<file path="src/rtl/wh_hash_pkg.sv">
package wh_hash_pkg;
  typedef enum logic {
    SEQ_IDLE = 1'b0,
    SEQ_RUN  = 1'b1
  } seq_state_e;
endpackage

</file>
<file path="src/rtl/wh_operand_mix.sv">
module wh_operand_mix #(
  parameter int W = 64
) (
  input  logic [W-1:0] m_odd,
  input  logic [W-1:0] k_odd,
  input  logic [W-1:0] m_even,
  input  logic [W-1:0] k_even,
  output logic [W-1:0] mul_a,
  output logic [W-1:0] mul_b
);
  // carry-free GF(2) sums of message and key words
  always_comb begin
    mul_a = m_odd ^ k_odd;
    mul_b = m_even ^ k_even;
  end
endmodule

</file>
<file path="src/rtl/wh_step_ctrl.sv">
module wh_step_ctrl
  import wh_hash_pkg::*;
#(
  parameter int W = 64
) (
  input  logic clk,
  input  logic rst_n,
  input  logic accept,
  input  logic last_in,
  output logic busy,
  output logic step_en,
  output logic done_pulse
);
  localparam int CW = (W > 1) ? $clog2(W) : 1;
  localparam logic [CW-1:0] CNT_END = CW'(W - 1);

  seq_state_e    state_q;
  logic [CW-1:0] cnt_q;
  logic          last_q;

  always_ff @(posedge clk or negedge rst_n) begin
    if (!rst_n) begin
      state_q    <= SEQ_IDLE;
      cnt_q      <= '0;
      last_q     <= 1'b0;
      done_pulse <= 1'b0;
    end else begin
      done_pulse <= 1'b0;
      case (state_q)
        SEQ_IDLE: begin
          if (accept) begin
            state_q <= SEQ_RUN;
            cnt_q   <= '0;
            last_q  <= last_in;
          end
        end
        SEQ_RUN: begin
          if (cnt_q == CNT_END) begin
            state_q    <= SEQ_IDLE;
            done_pulse <= last_q;
          end else begin
            cnt_q <= cnt_q + 1'b1;
          end
        end
        default: state_q <= SEQ_IDLE;
      endcase
    end
  end

  always_comb begin
    busy    = (state_q == SEQ_RUN);
    step_en = busy;
  end
endmodule

</file>
<file path="src/rtl/wh_shift_reduce.sv">
module wh_shift_reduce #(
  parameter int           W        = 64,
  parameter logic [W-1:0] POLY_LOW = 64'h1B
) (
  input  logic         clk,
  input  logic         rst_n,
  input  logic         clear,
  input  logic         load,
  input  logic         step,
  input  logic [W-1:0] a_in,
  input  logic [W-1:0] b_in,
  output logic [W-1:0] acc
);
  logic [W-1:0] a_q;
  logic [W-1:0] b_q;
  logic [W-1:0] acc_q;
  logic [W-1:0] acc_nxt;
  logic         top_bit;
  logic         scan_bit;

  assign top_bit  = acc_q[W-1];
  assign scan_bit = b_q[W-1];

  // per-bit next value: (acc*x mod p) xor (scanned b bit ? a : 0)
  for (genvar gi = 0; gi < W; gi++) begin : g_bit
    if (gi == 0) begin : g_lsb
      assign acc_nxt[gi] = (POLY_LOW[gi] & top_bit) ^ (scan_bit & a_q[gi]);
    end else begin : g_upper
      assign acc_nxt[gi] = acc_q[gi-1] ^ (POLY_LOW[gi] & top_bit) ^ (scan_bit & a_q[gi]);
    end
  end

  always_ff @(posedge clk or negedge rst_n) begin
    if (!rst_n) begin
      a_q   <= '0;
      b_q   <= '0;
      acc_q <= '0;
    end else begin
      if (step) begin
        acc_q <= acc_nxt;
        b_q   <= {b_q[W-2:0], 1'b0};
      end else begin
        if (clear) acc_q <= '0;
        if (load) begin
          a_q <= a_in;
          b_q <= b_in;
        end
      end
    end
  end

  assign acc = acc_q;
endmodule

</file>
<file path="src/rtl/wh_hash.sv">
module wh_hash #(
  parameter int           W        = 64,
  parameter logic [W-1:0] POLY_LOW = 64'h1B
) (
  input  logic         clk,
  input  logic         rst_n,
  input  logic         start,
  input  logic         pair_valid,
  output logic         pair_ready,
  input  logic         pair_last,
  input  logic [W-1:0] m_odd,
  input  logic [W-1:0] k_odd,
  input  logic [W-1:0] m_even,
  input  logic [W-1:0] k_even,
  output logic         done,
  output logic [W-1:0] tag
);
  logic [W-1:0] mul_a;
  logic [W-1:0] mul_b;
  logic         busy;
  logic         step_en;
  logic         accept;
  logic         clear;

  assign pair_ready = ~busy;
  assign accept     = pair_valid & ~busy;
  assign clear      = start & ~busy;

  wh_operand_mix #(.W(W)) u_mix (
    .m_odd (m_odd),
    .k_odd (k_odd),
    .m_even(m_even),
    .k_even(k_even),
    .mul_a (mul_a),
    .mul_b (mul_b)
  );

  wh_step_ctrl #(.W(W)) u_ctrl (
    .clk       (clk),
    .rst_n     (rst_n),
    .accept    (accept),
    .last_in   (pair_last),
    .busy      (busy),
    .step_en   (step_en),
    .done_pulse(done)
  );

  wh_shift_reduce #(.W(W), .POLY_LOW(POLY_LOW)) u_acc (
    .clk  (clk),
    .rst_n(rst_n),
    .clear(clear),
    .load (accept),
    .step (step_en),
    .a_in (mul_a),
    .b_in (mul_b),
    .acc  (tag)
  );
endmodule

</file>
<file path="config.mk">
export PLATFORM = sky130hd
export DESIGN_NAME = wh_hash
export DESIGN_NICKNAME = d
export VERILOG_FILES = /design/src/rtl/wh_hash_pkg.sv /design/src/rtl/wh_operand_mix.sv /design/src/rtl/wh_step_ctrl.sv /design/src/rtl/wh_shift_reduce.sv /design/src/rtl/wh_hash.sv
export SDC_FILE = /design/constraint.sdc
export NUM_CORES = 1
export LEC_CHECK = 0
export ABC_AREA = 1
export ABC_CLOCK_PERIOD_IN_PS = 1500
export BUFFER_PORTS_ARGS = -buffer_cell sky130_fd_sc_hd__buf_4
export CAP_MARGIN = 20
export CORE_MARGIN = 4
export CORE_UTILIZATION = 51
export CTS_BUF_LIST = sky130_fd_sc_hd__clkbuf_4 sky130_fd_sc_hd__clkbuf_8 sky130_fd_sc_hd__clkbuf_16
export DETAILED_ROUTE_END_ITERATION = 16
export PLACE_DENSITY = 0.86
export SYNTH_ARGS = -nofsm -noshare
export SYNTH_HDL_FRONTEND = slang
export SYNTH_SLANG_ARGS = --single-unit
</file>
<file path="constraint.sdc">
create_clock -name clk -period 1.5 [get_ports clk]
set_input_delay 0.075 -clock clk [delete_from_list [all_inputs] [get_ports clk]]
set_output_delay 0.075 -clock clk [all_outputs]
set_load 0.01 [all_outputs]
</file>
### Yosys cells after proc, flatten, opt, wreduce, memory -nomap -nowiden

Index checks and enable logic that the tools add are counted.

| storage, ports and cells | value |
|---|---|
| logic and storage cells | 163 |
| output and inout port bits | 66 |
| input port bits | 261 |
| flip-flop bits (word level) | 201 |

| operators by class | value |
|---|---|
| bitwise logic cells | 136 |
| muxes and demuxes | 12 |
| reductions and logical operators | 4 |
| equality and inequality tests | 3 |
| add/subtract/negate cells | 1 |

Operators by type and width:

| kind | number |
|---|---|
| two-way mux 64 bit | 4 |
| bitwise XOR 64 bit | 2 |
| bitwise XOR 1 bit | 67 |
| AND 1 bit | 66 |
| two-way mux 6 bit | 2 |
| one-hot mux 6 bit (2 select lines) | 1 |
| adder 6 x 1 -> 6 bit, second input constant | 1 |
| == test 6 bit, second input constant | 1 |
| two-way mux 1 bit | 4 |
| AND reduction 2 bit | 2 |
| nonzero test 2 bit | 2 |
| != test 2 x 1 -> 1 bit, second input constant | 1 |
| != test 2 bit, second input constant | 1 |
| one-hot mux 1 bit (2 select lines) | 1 |
| inverter 1 bit | 1 |

### Logic depth before layout (Yosys ltp)

| logic depth | value |
|---|---|
| depth in word-level cells | 4 |
| gate-level depth with buffers | 6 |

### Hierarchy

From an unflattened synthesis, not the netlist that was laid out.

| unflattened totals | value |
|---|---|
| cells, all modules | 1739 |
| area, all modules | 11427.2 um^2 |

Modules (own cells, without submodules):

| module | cells each | area each (um^2) | instances | sequential area each (um^2) |
|---|---|---|---|---|
| wh_shift_reduce | 1039 | 8546.9 | 1 | 4804.6 |
| wh_operand_mix | 640 | 2402.3 | 1 | 0.0 |
| wh_step_ctrl | 55 | 459.2 | 1 | 225.2 |
| wh_hash | 5 | 18.8 | 1 | 0.0 |

### Worst setup path before layout

Ideal clock, no wire load.

| path | value |
|---|---|
| path kind | reg2reg |
| start point | register u_ctrl.cnt_q[0] |
| end point | register u_ctrl.cnt_q[3] |
| library setup time | 0.067 ns |
| arrival | 1.196 ns |
| stages on the path, launching flop included | 6 |
| data required time | 1.433 ns |
| clock period less this slack | 1.263 ns |
| buffers on the path | 0 |
| setup slack | 0.237 ns |
| cells stage by stage | dfrtp_1 -> ha_1 -> nand3_1 -> o21ai_1 -> nand3_1 -> nand2_1 |

| between the ends | value |
|---|---|
| word-level cells in the longest chain between the ends | 3 |

Ends and longest elaborated chain:

| element | RTL line | RTL |
|---|---|---|
| from (decl) | wh_step_ctrl.sv:18 | `logic [CW-1:0] cnt_q;` |
| from (signal assigned) | wh_step_ctrl.sv:42 | `cnt_q <= cnt_q + 1'b1;` |
| adder 6 x 1 -> 6 bit / == test 6 bit (equally long branches) | wh_step_ctrl.sv:42, wh_step_ctrl.sv:38 |  |
| two-way mux 6 bit / != test 2 bit (equally long branches) | -- |  |
| one-hot mux 6 bit (2 select lines) / AND reduction 2 bit (equally long branches) | -- |  |

Several ways; a longest one is shown, not always the timed one. The select of a mux whose other input is x is not followed.
A chain may end at the register's enable or synchronous reset.

### Final worst setup path

| path | value |
|---|---|
| start point | register u_ctrl.state_q (netlist: u_ctrl.busy) |
| end point | register u_acc.b_q[10] |

| between the ends | value |
|---|---|
| word-level cells in the longest chain between the ends | 3 |

Ends and longest elaborated chain:

| element | RTL line | RTL |
|---|---|---|
| from (decl) | wh_step_ctrl.sv:17 | `seq_state_e state_q;` |
| from (signal assigned) | wh_step_ctrl.sv:23 | `state_q <= SEQ_IDLE;` |
| from (signal assigned) | wh_step_ctrl.sv:32 | `state_q <= SEQ_RUN;` |
| from (signal assigned) | wh_step_ctrl.sv:39 | `state_q <= SEQ_IDLE;` |
| inverter 1 bit (no source line) | -- |  |
| AND 1 bit | wh_hash.sv:26 | `assign accept = pair_valid & ~busy;` |
| nonzero test 2 bit (no source line) | -- |  |
| to (signal assigned) | wh_shift_reduce.sv:41 | `b_q <= {b_q[W-2:0], 1'b0};` |
| to (signal assigned) | wh_shift_reduce.sv:46 | `b_q <= b_in;` |
| to (decl) | wh_shift_reduce.sv:15 | `logic [W-1:0] b_q;` |

Several ways; a longest one is shown, not always the timed one.

==> flow_summary.yaml <==
status:
  status: "finished with violations"
  violations: "setup timing"
critical_path:
  reg2reg_depth: 5
  slowest_stage: "dfrtp_2"
  crit_path_max_incr_delay_ns: 0.41
  end_kind: "flip-flop"
  reg2reg_from: "u_ctrl.busy"
  cp_data_required_time_ns: 1.85
  crit_chain: "buf_12 -> nor2_4 -> buf_12 -> a22oi_1 -> o21ai_1"
  worstPathArrival_ns: 1.87
  rr_endpoint: "u_acc.b_q[10]"
  path_class: "flip-flop to flip-flop"
  critPathMaxFanout: 43
  critical-path-top-cell-by-count: "buf_12"
  r2r_slack_ns: -0.02
  critPathLaunchType: "flip-flop"
cells_and_area:
  fin_nets: 1864
  final_cells: 1848
  layout_common_cells: "buf_4, dlygate4sd3_1, o21ai_0, dfrtp_1, nand2_1"
  fillCellCount: 795
  drive_gt1_frac: 0.2489
  final_util: 0.8734
  syn_to_final_growth_pct: 66.82
  seqCellArea_um2: 5032
  fin_area_um2: 15800
  multiInputGateArea_um2: 3971
  layout_commonest_cell: "buf_4"
sta:
  fin_worst_skew_ns: 0.01310
  worstMarginPinSlew_ns: 0.4353
  post-route-period-util: 1.016
  hold_viol_final: 0
  fmax_ghz: 0.6561
  maxSlewViolCount: 0
  setup_slack_ns: -0.02424
  setup_viol: 1
  rsz0062_at_grt: "true"
  slew_headroom: 0.7098
  period_needed_ns: 1.524
  tns_ns: -0.02424
cts:
  cts-root-to-sink-buffers: 3
  cts_tree: "yes"
  clk_pin_slew_worst_paths_ns: 0.06
  cts_buffers: 22
  cts-root-buf: "clkbuf_16"
  cts.sinks: 201
  clock_latency_ns: 0.51
  htreeDepth: 1
global_route:
  track_usage: 0.3715
  grt_pass1_wl_um: 60390
  antenna_found_initial: 2
  grt_max_degree: 65
  grt_pass1_vias: 11606
  grt_overflow: 0
floorplan:
  die_h_um: 144.3
  dieArea_um2: 20810
  core_um2: 18090
  ioPinCount: 327
  die_w_um: 144.3
  std_cell_rows: 49
  initial_utilization: 0.5236
pwr:
  power_w: 0.02796
  p_sw_frac: 0.4013
  power_frac_comb: 0.451
  clockPowerShare: 0.195
  internal_power_w: 0.01674
  irDropWorstVdd_mv: 1.162
  power_leakage_nw: 7.273
  p_switching_w: 0.01122
  pwr_density_cell_nw_per_um2: 1770
  pwr-share-seq: 0.354
job:
  cap_violations: 0
synthesis:
  synth_top_area_cell: "dfrtp_1"
  synth_cell_types: 24
  synth_top_cell_area_share: 0.5312
  syn_inst: 1018
  netlist_area_um2: 9469
  avgSynthCellArea_um2: 9.302
  syn_nets: 1280
  yosysWarnings: 0
  synth_area_leaders: "dfrtp_1, o21ai_0, xnor2_1, nand2_1, a22oi_1"
  yosysSeqAreaShare: 0.5312
  synth-seq-cells: 201
route:
  drc_errors: 0
  first_pass_iters: 5
  wl_um: 39960
  wl_per_cell_um: 21.62
  postRouteAntennaNets: 0
  vias_per_cell: 5.847
  vias: 10805
  drt_iter0_markers: 955
worst_hold_path:
  whs_endpoint: "u_ctrl.busy"
  min_from: "pair_valid"
  worstHoldPathType: "primary input to flip-flop"
  hold_depth: 3
place:
  port_buffers: 326
  gp_congestion: 0.7883
  hpwl_um: 19500
  dp_cells: 1543
  placed_area_um2: 12330
==> area by class of cell <==
type	count	share of cell area
antenna	4	0.0006337
clock buffer	34	0.04444
clock inverter	3	0.0009505
inverter	67	0.01608
multi-input combinational	695	0.2514
sequential	201	0.3186
tap	229	0.01814
timing repair buffer	615	0.3498
==> critical path, delay by kind of cell (launching register included) <==
kind                   cells  cell delay [ns]
buffers and inverters      2             0.41
DFF                        1             0.41
and+or+nand+nor            1             0.10
AOI/OAI and AO/OA          2             0.44
==> state kept, by name (all words and copies together) (netlist names) <==
| name | flops |
|---|---|
| u_acc.acc | 64 |
| u_ctrl.last_q | 1 |
| u_ctrl.busy | 1 |
| u_acc.b_q | 64 |
| u_ctrl.cnt_q | 6 |
| u_ctrl.done_pulse | 1 |
| u_acc.a_q | 64 |
==> metrics by stage <==
stage | hold WS (ns) | setup slack (ns)
2_1_floorplan | -0.2206 | 0.2374
4_1_cts | 0.08125 | 0.007419
6_report | 0.1207 | -0.02424
5_1_grt | 0.1151 | -0.03715
3_3_place_gp | 0.04952 | 0.1569
3_5_place_dp | 0.05667 | 0.03611
==> timing repair <==
action	CTS	global route
hold buffers	260	0
endpoints found under the setup margin	1	39
hold endpoints to repair	333	0
gates cloned	2	2
resized for setup	1	29
buffers inserted	0	0
==> synth_stat cells <==
| cell type | number |
|---|---|
| a22o_1 | 1 |
| o21bai_1 | 1 |
| mux2_1 | 1 |
| inv_1 | 66 |
| inv_2 | 1 |
| nor2_1 | 7 |
| ha_1 | 1 |
| nand2_1 | 159 |
| a22oi_1 | 63 |
| o21ai_0 | 234 |
| a21oi_1 | 63 |
| buf_1 | 3 |
| and3_1 | 1 |
| nand4_1 | 1 |
| nor2_2 | 1 |
| clkbuf_1 | 26 |
| xor2_1 | 2 |
| o21ai_1 | 14 |
| nand3_1 | 15 |
| xnor2_1 | 128 |
| o22ai_1 | 2 |
| buf_2 | 26 |
| nor2_4 | 1 |
| dfrtp_1 | 201 |
==> how the worst max path moves through the flow <==
stage	slack [ns]	end	startpoint	cells after the start
after floorplan	0.24	u_ctrl.cnt_q[3]	u_ctrl.cnt_q[0]	5
after global placement	0.16	u_ctrl.cnt_q[5]	u_ctrl.cnt_q[1]	5
after detailed placement	0.04	u_ctrl.cnt_q[3]	u_ctrl.cnt_q[1]	5
after CTS	0.007	u_ctrl.cnt_q[3]	u_ctrl.cnt_q[1]	5
after global routing	-0.04	u_acc.b_q[10]	u_ctrl.busy	5
final	-0.02	u_acc.b_q[10]	u_ctrl.busy	5
==> cells by family (layout without fill, tap and decap cells) <==
logic type      Yosys count  count (layout)  share of synthesized area
mux                       1               1                   0.001189
flops                   201             201                     0.5312
xor+xnor                130             130                     0.1202
fa+ha+maj                 1               1                   0.001321
compound gates          378             378                     0.2174
simple gates            185             185                    0.07690
other cells               0               4                          0
buf+inv                 122             719                    0.05180
==> layer usage <==
metal | vias to the layer above | global-route usage | wire length (um)
met3 | 246 | 0.08995 | 3973
met4 | 0 | 0.2371 | 2910
met5 | - | 0 | 0
li1 | 4624 | - | -
met2 | 838 | 0.6463 | 19970
met1 | 5097 | 0.4059 | 13110
==> power groups by stage <==
stage	Clock (W)	Sequential [W]	Combinational, W
global route	0.00571	0.0101	0.0136
finish	0.00545	0.00990	0.0126
CTS	0.00536	0.00954	0.0113
floorplan	0	0.00963	0.00571
global placement	0	0.00946	0.00961
detailed placement	0	0.00956	0.0101
Power figures use the tool's default switching activity.
